$ cat config.mk
export PLATFORM = sky130hd
export DESIGN_NAME = fp_narrow_widen
export DESIGN_NICKNAME = d
export VERILOG_FILES = /design/src/rtl/bfc_pkg.sv /design/src/rtl/bf_narrow.sv /design/src/rtl/bf_widen.sv /design/src/rtl/bf_stage.sv /design/src/rtl/fp_narrow_widen.sv
export SDC_FILE = /design/constraint.sdc
export NUM_CORES = 1
export LEC_CHECK = 0
export ABC_AREA = 1
export BUFFER_PORTS_ARGS = -buffer_cell sky130_fd_sc_hd__buf_4
export CORE_ASPECT_RATIO = 1.25
export CORE_MARGIN = 2
export CORE_UTILIZATION = 45
export DETAILED_ROUTE_END_ITERATION = 7
export PLACE_DENSITY_LB_ADDON = 0.25
export REMOVE_ABC_BUFFERS = 1
export SYNTH_ARGS = -nofsm -noshare
export SYNTH_HDL_FRONTEND = slang
export SYNTH_SLANG_ARGS = --single-unit
export TNS_END_PERCENT = 10
$ cat constraint.sdc
create_clock -name clk -period 1.7 [get_ports clk]
set_clock_uncertainty 0.05 [all_clocks]
set_input_delay 0.085 -clock clk [delete_from_list [all_inputs] [get_ports clk]]
set_output_delay 0.085 -clock clk [all_outputs]
set_load 0.01 [all_outputs]
$ cat src/rtl/bfc_pkg.sv
package bfc_pkg;
    localparam int WIDE_W   = 32;
    localparam int NARROW_W = 16;
    localparam int EXP_W    = 8;
    localparam int DROP_W   = WIDE_W - NARROW_W;

    typedef enum logic {
        MODE_NARROW = 1'b0,
        MODE_WIDEN  = 1'b1
    } conv_mode_e;

    typedef struct packed {
        logic              vld;
        logic [WIDE_W-1:0] word;
        logic              ovf;
    } stage_t;
endpackage

$ cat src/rtl/bf_narrow.sv
module bf_narrow #(
    parameter int W_IN  = 32,
    parameter int W_OUT = 16,
    parameter int EXP_W = 8
) (
    input  logic [W_IN-1:0]  word_i,
    output logic [W_OUT-1:0] half_o,
    output logic             ovf_o
);
    localparam int DROP_W   = W_IN - W_OUT;
    localparam int FRAC_IN  = W_IN - 1 - EXP_W;
    localparam int FRAC_OUT = W_OUT - 1 - EXP_W;
    localparam int MAG_W    = W_OUT - 1;
    localparam logic [DROP_W:0] HALF_M1 = (DROP_W+1)'((1 << (DROP_W-1)) - 1);
    localparam logic [DROP_W:0] WRAP    = (DROP_W+1)'(1) << DROP_W;

    logic               sign_b;
    logic [EXP_W-1:0]   exp_f;
    logic [FRAC_IN-1:0] frac_f;
    logic               exp_top;
    logic               is_nan;
    logic               keep_lsb;
    logic [DROP_W:0]    low_sum;
    logic               carry;
    logic [MAG_W-1:0]   mag_r;

    always_comb begin
        sign_b   = word_i[W_IN-1];
        exp_f    = word_i[W_IN-2 -: EXP_W];
        frac_f   = word_i[FRAC_IN-1:0];
        exp_top  = &exp_f;
        is_nan   = exp_top && (|frac_f);
        // nearest-even: add just-under-half plus the kept lsb, watch the carry
        keep_lsb = word_i[DROP_W];
        low_sum  = {1'b0, word_i[DROP_W-1:0]} + HALF_M1 + {{DROP_W{1'b0}}, keep_lsb};
        carry    = (low_sum >= WRAP);
        // small incrementer on exponent+fraction; a fraction carry bumps the exponent
        mag_r    = word_i[W_IN-2:DROP_W] + {{(MAG_W-1){1'b0}}, carry};
        if (is_nan) begin
            half_o = {sign_b, {EXP_W{1'b1}}, 1'b1, frac_f[FRAC_IN-2 -: FRAC_OUT-1]};
            ovf_o  = 1'b0;
        end else begin
            half_o = {sign_b, mag_r};
            ovf_o  = !exp_top && (&mag_r[MAG_W-1 -: EXP_W]);
        end
    end
endmodule

$ cat src/rtl/bf_widen.sv
module bf_widen #(
    parameter int W_IN  = 16,
    parameter int W_OUT = 32
) (
    input  logic [W_IN-1:0]  half_i,
    output logic [W_OUT-1:0] word_o
);
    localparam int PAD_W = W_OUT - W_IN;

    always_comb begin
        word_o = {half_i, {PAD_W{1'b0}}};
    end
endmodule

$ cat src/rtl/bf_stage.sv
module bf_stage
    import bfc_pkg::*;
(
    input  logic              clk,
    input  logic              rst_n,
    input  logic              in_valid_i,
    input  logic [WIDE_W-1:0] word_i,
    input  logic              ovf_i,
    input  logic              out_ready_i,
    output logic              in_ready_o,
    output logic              out_valid_o,
    output logic [WIDE_W-1:0] word_o,
    output logic              ovf_o
);
    stage_t st_d, st_q;
    logic   open_w;

    always_comb begin
        open_w = !st_q.vld || out_ready_i;
        st_d   = st_q;
        if (open_w) begin
            st_d.vld = in_valid_i;
            if (in_valid_i) begin
                st_d.word = word_i;
                st_d.ovf  = ovf_i;
            end
        end
    end

    always_ff @(posedge clk or negedge rst_n) begin
        if (!rst_n) begin
            st_q <= '0;
        end else begin
            st_q <= st_d;
        end
    end

    assign in_ready_o  = open_w;
    assign out_valid_o = st_q.vld;
    assign word_o      = st_q.word;
    assign ovf_o       = st_q.ovf;
endmodule

$ cat src/rtl/fp_narrow_widen.sv
module fp_narrow_widen
    import bfc_pkg::*;
(
    input  logic              clk,
    input  logic              rst_n,
    input  logic              in_valid,
    output logic              in_ready,
    input  logic              in_mode,
    input  logic [WIDE_W-1:0] in_data,
    output logic              out_valid,
    input  logic              out_ready,
    output logic [WIDE_W-1:0] out_data,
    output logic              out_ovf
);
    logic [NARROW_W-1:0] narrow_w;
    logic                narrow_ovf;
    logic [WIDE_W-1:0]   widen_w;
    logic [WIDE_W-1:0]   res_d;
    logic                ovf_d;
    conv_mode_e          mode_w;

    bf_narrow #(.W_IN(WIDE_W), .W_OUT(NARROW_W), .EXP_W(EXP_W)) u_narrow (
        .word_i (in_data),
        .half_o (narrow_w),
        .ovf_o  (narrow_ovf)
    );

    bf_widen #(.W_IN(NARROW_W), .W_OUT(WIDE_W)) u_widen (
        .half_i (in_data[NARROW_W-1:0]),
        .word_o (widen_w)
    );

    always_comb begin
        mode_w = conv_mode_e'(in_mode);
        if (mode_w == MODE_WIDEN) begin
            res_d = widen_w;
            ovf_d = 1'b0;
        end else begin
            res_d = {{DROP_W{1'b0}}, narrow_w};
            ovf_d = narrow_ovf;
        end
    end

    bf_stage u_stage (
        .clk         (clk),
        .rst_n       (rst_n),
        .in_valid_i  (in_valid),
        .word_i      (res_d),
        .ovf_i       (ovf_d),
        .out_ready_i (out_ready),
        .in_ready_o  (in_ready),
        .out_valid_o (out_valid),
        .word_o      (out_data),
        .ovf_o       (out_ovf)
    );
endmodule

**Word level (Yosys, flattened, before mapping)**

Index checks and enable logic that the tools add are counted.

- Mux-type cells: 4
- $add $sub $neg: 3
- Reductions and logical operators: 9
- Magnitude comparators: 1

Operator list:

| operator | count |
|---|---|
| 32-bit 2-to-1 mux | 1 |
| 23-bit OR reduction | 1 |
| 16-bit by 15-bit adder with 17-bit output (second input constant) | 1 |
| 17-bit by 1-bit adder with 17-bit output | 1 |
| 17-bit greater-or-equal comparator (second input constant) | 1 |
| 8-bit AND reduction | 2 |
| 15-bit by 1-bit adder with 15-bit output | 1 |
| 15-bit 2-to-1 mux | 1 |
| 1-bit logical AND | 2 |
| 1-bit zero test | 2 |
| 1-bit 2-to-1 mux | 2 |
| 2-bit AND reduction | 1 |
| 1-bit logical OR | 1 |

- Word-level logic and storage cells: 20
- Bits of input ports: 37
- Flip-flop bits (word level): 34
- Output and inout port bits: 35

**Logic depth before layout (Yosys ltp)**

- Depth in word-level cells: 8
- Depth in mapped cells: 16
- Gate-level depth less buffers: 16

**Cells and area by module**

Synthesis repeated with hierarchy kept, for this count alone.

- Cell total of the unflattened synthesis: 398
- Area total of the unflattened synthesis: 2681.3 µm²

Modules (own cells, without submodules):

| module | area each (µm²) | seq. area each (µm²) | instances | cells each |
|---|---|---|---|---|
| bf_stage | 1370.1 | 850.8 | 1 | 147 |
| bf_narrow | 708.2 | 0.0 | 1 | 130 |
| fp_narrow_widen | 359.1 | 0.0 | 1 | 88 |
| bf_widen | 244.0 | 0.0 | 1 | 33 |

**Worst setup path before layout**

No wires, ideal clock.

- Path type: input-to-reg
- From: input port in_data[12]
- To: register u_stage.st_q, in the netlist u_stage.ovf_o
- Required time: 1.584 ns
- Cell stages on the path: 16
- Setup time: 0.066 ns
- Path buffers: 0
- Arrival time: 1.443 ns
- Slack: 0.142 ns
- Path through: inv_1 > nand2_1 > nor2_1 > a31oi_1 > ha_1 > ha_1 > nand3_2 > nor2_4 > nand2_1 > nand2_1 > nand2_1 > nor2_1 > nand2_1 > nor2_1 > nand2_1 > nand2_1

- Cells in the longest elaborated chain, start to end: 8
- Elaborated cells on any way between the ends: 10
- Classes of those cells: 3 x add/sub; 1 x order compare; 2 x mux; 4 x reduce/logical

RTL lines:

| what | RTL line | source |
|---|---|---|
| start, declared | fp_narrow_widen.sv:9 | `input logic [WIDE_W-1:0] in_data,` |
| 16-bit by 15-bit adder with 17-bit output | bf_narrow.sv:35 | `low_sum = {1'b0, word_i[DROP_W-1:0]} + HALF_M1 + {{DROP_W{1'b0}}, keep_lsb};` |
| 17-bit by 1-bit adder with 17-bit output | bf_narrow.sv:35 |  |
| 17-bit greater-or-equal comparator | bf_narrow.sv:36 | `carry = (low_sum >= WRAP);` |
| 15-bit by 1-bit adder with 15-bit output | bf_narrow.sv:38 | `mag_r = word_i[W_IN-2:DROP_W] + {{(MAG_W-1){1'b0}}, carry};` |
| 8-bit AND reduction | bf_narrow.sv:44 | `ovf_o = !exp_top && (&mag_r[MAG_W-1 -: EXP_W]);` |
| 1-bit logical AND | bf_narrow.sv:44 |  |
| 1-bit 2-to-1 mux * | bf_narrow.sv:39 | `if (is_nan) begin` |
| 1-bit 2-to-1 mux * | fp_narrow_widen.sv:35 | `if (mode_w == MODE_WIDEN) begin` |
| end signal, assigned | bf_stage.sv:34 | `st_q <= st_d;` |
| end, declared | bf_stage.sv:15 | `stage_t st_d, st_q;` |

Mark *: on every way between the ends. The rest lies on a longest branch, timed or not.
A chain may end at the register's enable or synchronous reset.

**Final worst setup path**

- From: input port in_data[13]
- To: register u_stage.st_q, in the netlist u_stage.ovf_o

The elaborated chain is that of the path after synthesis.

==> results.yml <==
finish:
  multi_input_area_sq_um: 958
  post-route-util_pct: 67.1
  drive_above_1_share_pct: 32.6
  fillers: 393
  finalNetCount: 382
  layoutNonFillerInstCount: 400
  area_growth_pct: 43.8
  antennaDiodeCount: 0
  area.sequential_sq_um: 851
die:
  core-area_sq_um: 4100
  core.rowCount: 26
  die_h_um: 76.9
  die_w_um: 62.3
  die_area_sq_um: 4790
  io_pins: 72
  start_util_pct: 46.7
synth:
  synth-edff-count: 0
  synth_area_sq_um: 1910
  ys_types: 29
  synth_top_area_share_pct: 44.5
  synth_seq_cells: 34
  async_flop_share_pct: 100
  yosys_warnings: 0
  synth_top_area_cell: "dfrtp_1"
  synthTopCellsByArea: "dfrtp_1 44%, nand2_1 20%, nand3_1 6.0%, inv_1 3.9%, nor2_1 3.9%"
  synth.avg_cell_area_sq_um: 7.44
  synth-seq-area-share_pct: 44.5
  synth_flop_cell: "dfrtp_1"
  syn_inst: 257
setup_path:
  critPathMaxFanout: 5
  end_kind: "flop"
  crit_family: "simple AND/OR/NAND/NOR gates"
  cp.arrival_ns: 1.66
  slowest_delay_ns: 0.20
  crit_required_ns: 1.88
  critPathKind: "input port to flop"
  path_buf_inv: 1
  crit_slowest_cell: "ha_1"
  worstPathCellList: "buf_4, nor2_1, nand2_1, nor2_2, a31oi_1, ha_1, ha_2, nand3_2, nor2_4, nand2_1, nand2_1, nand2_1, nor2_1, nand2_1, nor2_1, nand2_1, nand2_1"
  path_common_cell: "nand2_1"
  start_kind: "input port"
sta:
  period_minus_slack_ns: 1.48
  finalHoldViolCount: 0
  fin_ws_ns: 0.216
  setup-tns-final_ns: 0
  period_share_pct: 87.3
  setup-violations-final: 0
  fmax_mhz: 674
  slew_viol_final: 0
  rsz0062_at_grt: "no"
  tightest_slew_ns: 0.419
  max_slew_margin_pct: 72.1
placement:
  pre_cts_slack_ns: -0.161
  post-dp-hpwl_um: 3610
  port-buffer-count: 71
  dp_cells: 390
  gp_congestion: 0.795
routing:
  dr.first_iter.drc_count: 72
  routedWlPerCell_um: 11.8
  routed_via_density: 4.83
  drc: 0
  num_vias: 1932
  drtAntennaViolNets: 0
  drt_pre_antenna_iters: 4
  routed_wl_um: 4720
global_route:
  grt_usage_pct: 20.7
  grt_pass1_wl_um: 8000
  antenna_found_initial: 0
  grt_pass1_vias: 1811
  grt_start_max_net_pins: 40
  overflow: 0
clock_network:
  cts_tree: "yes"
  postCtsSetupBuffers: 0
  root_buffer: "clkbuf_8"
  clk_latency_ns: 0.29
  clk_pin_slew_ns: 0.08
  numCtsBuffers: 5
  clockBufferDepth: 2
  cts_num_sinks: 34
  htreeDepth: 2
outcome:
  status: "finished, final reports clean"
power_and_ir_drop:
  power_density_nw_per_um2: 857
  p_leak_nw: 1.47
  max-vdd-ir-drop_uv: 436
worst_hold_path:
  hold_class: "input port to flop"
run:
  cap_violations: 0
-- kinds of logic after synthesis --
logic type	count (synthesis)	share of synthesized area [%]
AOI/OAI and AO/OA	25	8.37
xor gates and xnor gates	1	0.458
adders and majority gates	2	1.31
buffers and inverters	29	5.82
DFF	34	44.5
and+or+nand+nor	166	39.6
-- worst min-delay path: stages --
cell,delay [ns]
buf_4,0.11
nand2_1,0.05
o21ai_0,0.07
-- power breakdown --
group | switching [mW] | internal [mW] | total (mW)
sequential | 0.0478 | 0.897 | 0.945
clock | 0.309 | 0.588 | 0.896
combinational | 0.262 | 0.254 | 0.516
total | 0.618 | 1.74 | 2.36
-- flip-flops by register name, summed over array words and instances (netlist names) --
register and count:
u_stage.ovf_o 1, u_stage.word_o 32, u_stage.out_valid_o 1
-- synth_stat cells, drive strengths merged (2+ instances only) --
| cell type | instances |
|---|---|
| clkbuf | 6 |
| dfrtp | 34 |
| ha | 2 |
| inv | 21 |
| nand2 | 106 |
| nand3 | 25 |
| nand3b | 3 |
| nand4 | 4 |
| nor2 | 26 |
| o211ai | 4 |
| o21ai | 12 |
| o31ai | 4 |
-- metrics by stage --
step                      power, mW  cell area [sq um]  hold slack (ns)
after global placement         1.47               2590          0.00153
after detailed placement       1.47               2590          0.00307
after global routing           2.48               2750           0.0162
final                          2.36               2750           0.0191
after CTS                      2.38               2740           0.0176
after floorplan                1.17               1890           -0.261
-- path summary, 6_finish.rpt --
kind / endpoint / from / depth (start not counted) / slack [ns]
worst max register to register: u_stage.word_o[11]$_DFFE_PN0P_ / u_stage.out_valid_o$_DFFE_PN0N_ / 6 / 0.30
max in group asynchronous: u_stage.word_o[14]$_DFFE_PN0P_ / rst_n / 2 / 1.07
worst min register to register: u_stage.word_o[5]$_DFFE_PN0P_ / u_stage.word_o[5]$_DFFE_PN0P_ / 2 / 0.43
worst max-delay path: u_stage.ovf_o$_DFFE_PN0P_ / in_data[13] / 17 / 0.22
worst min-delay path: u_stage.word_o[29]$_DFFE_PN0P_ / in_data[13] / 3 / 0.02
min in group asynchronous: u_stage.word_o[18]$_DFFE_PN0P_ / rst_n / 2 / 0.23
-- what timing repair did --
item / in CTS / in global routing
hold buffers: 2 / 0
setup endpoints to repair: 0 / 1
gates resized for setup: 0 / 3
endpoints found under the hold margin: 35 / 0
-- routing by layer --
metal | GRT usage, % | share of wire (%) | up-vias
met5 | 0 | 0 | -
met4 | 7.33 | 1.4 | 0
met1 | 25.7 | 45 | 877
met2 | 35.4 | 48 | 59
li1 | - | - | 991
met3 | 4.69 | 5.8 | 5
-- cell usage in the layout, fill, tap and decap left out --
master / Yosys / layout
o211ai_2: 1 / 1
dfrtp_1: 34 / 34
a22o_1: 1 / 1
ha_2: 0 / 1
o211ai_1: 3 / 3
nor3b_4: 1 / 1
dlygate4sd3_1: 0 / 2
nand4_1: 4 / 4
nor2_1: 20 / 18
nor2_2: 3 / 5
o21ai_0: 12 / 12
a21o_1: 1 / 1
nand3b_1: 3 / 3
clkinv_4: 0 / 1
a31oi_1: 1 / 1
nand2_4: 2 / 2
nand3_1: 23 / 23
inv_1: 20 / 20
clkbuf_8: 0 / 5
o21bai_1: 1 / 1
bufinv_16: 0 / 2
clkinv_2: 1 / 1
nor3_2: 1 / 1
inv_2: 1 / 1
nor2_4: 3 / 3
nand2_2: 2 / 2
o31ai_1: 4 / 4
ha_1: 2 / 1
nand3_2: 2 / 2
a21oi_1: 1 / 1
buf_4: 0 / 84
xor2_1: 1 / 1
nand2_1: 102 / 102
-- area by class of cell --
cell class | count | area share [%]
timing repair buffer | 86 | 23.6
multi-input combinational | 194 | 34.8
inverter | 22 | 3.05
tap | 56 | 2.55
sequential | 34 | 30.9
clock inverter | 3 | 2.50
clock buffer | 5 | 2.50
Power figures use the tool's default switching activity.
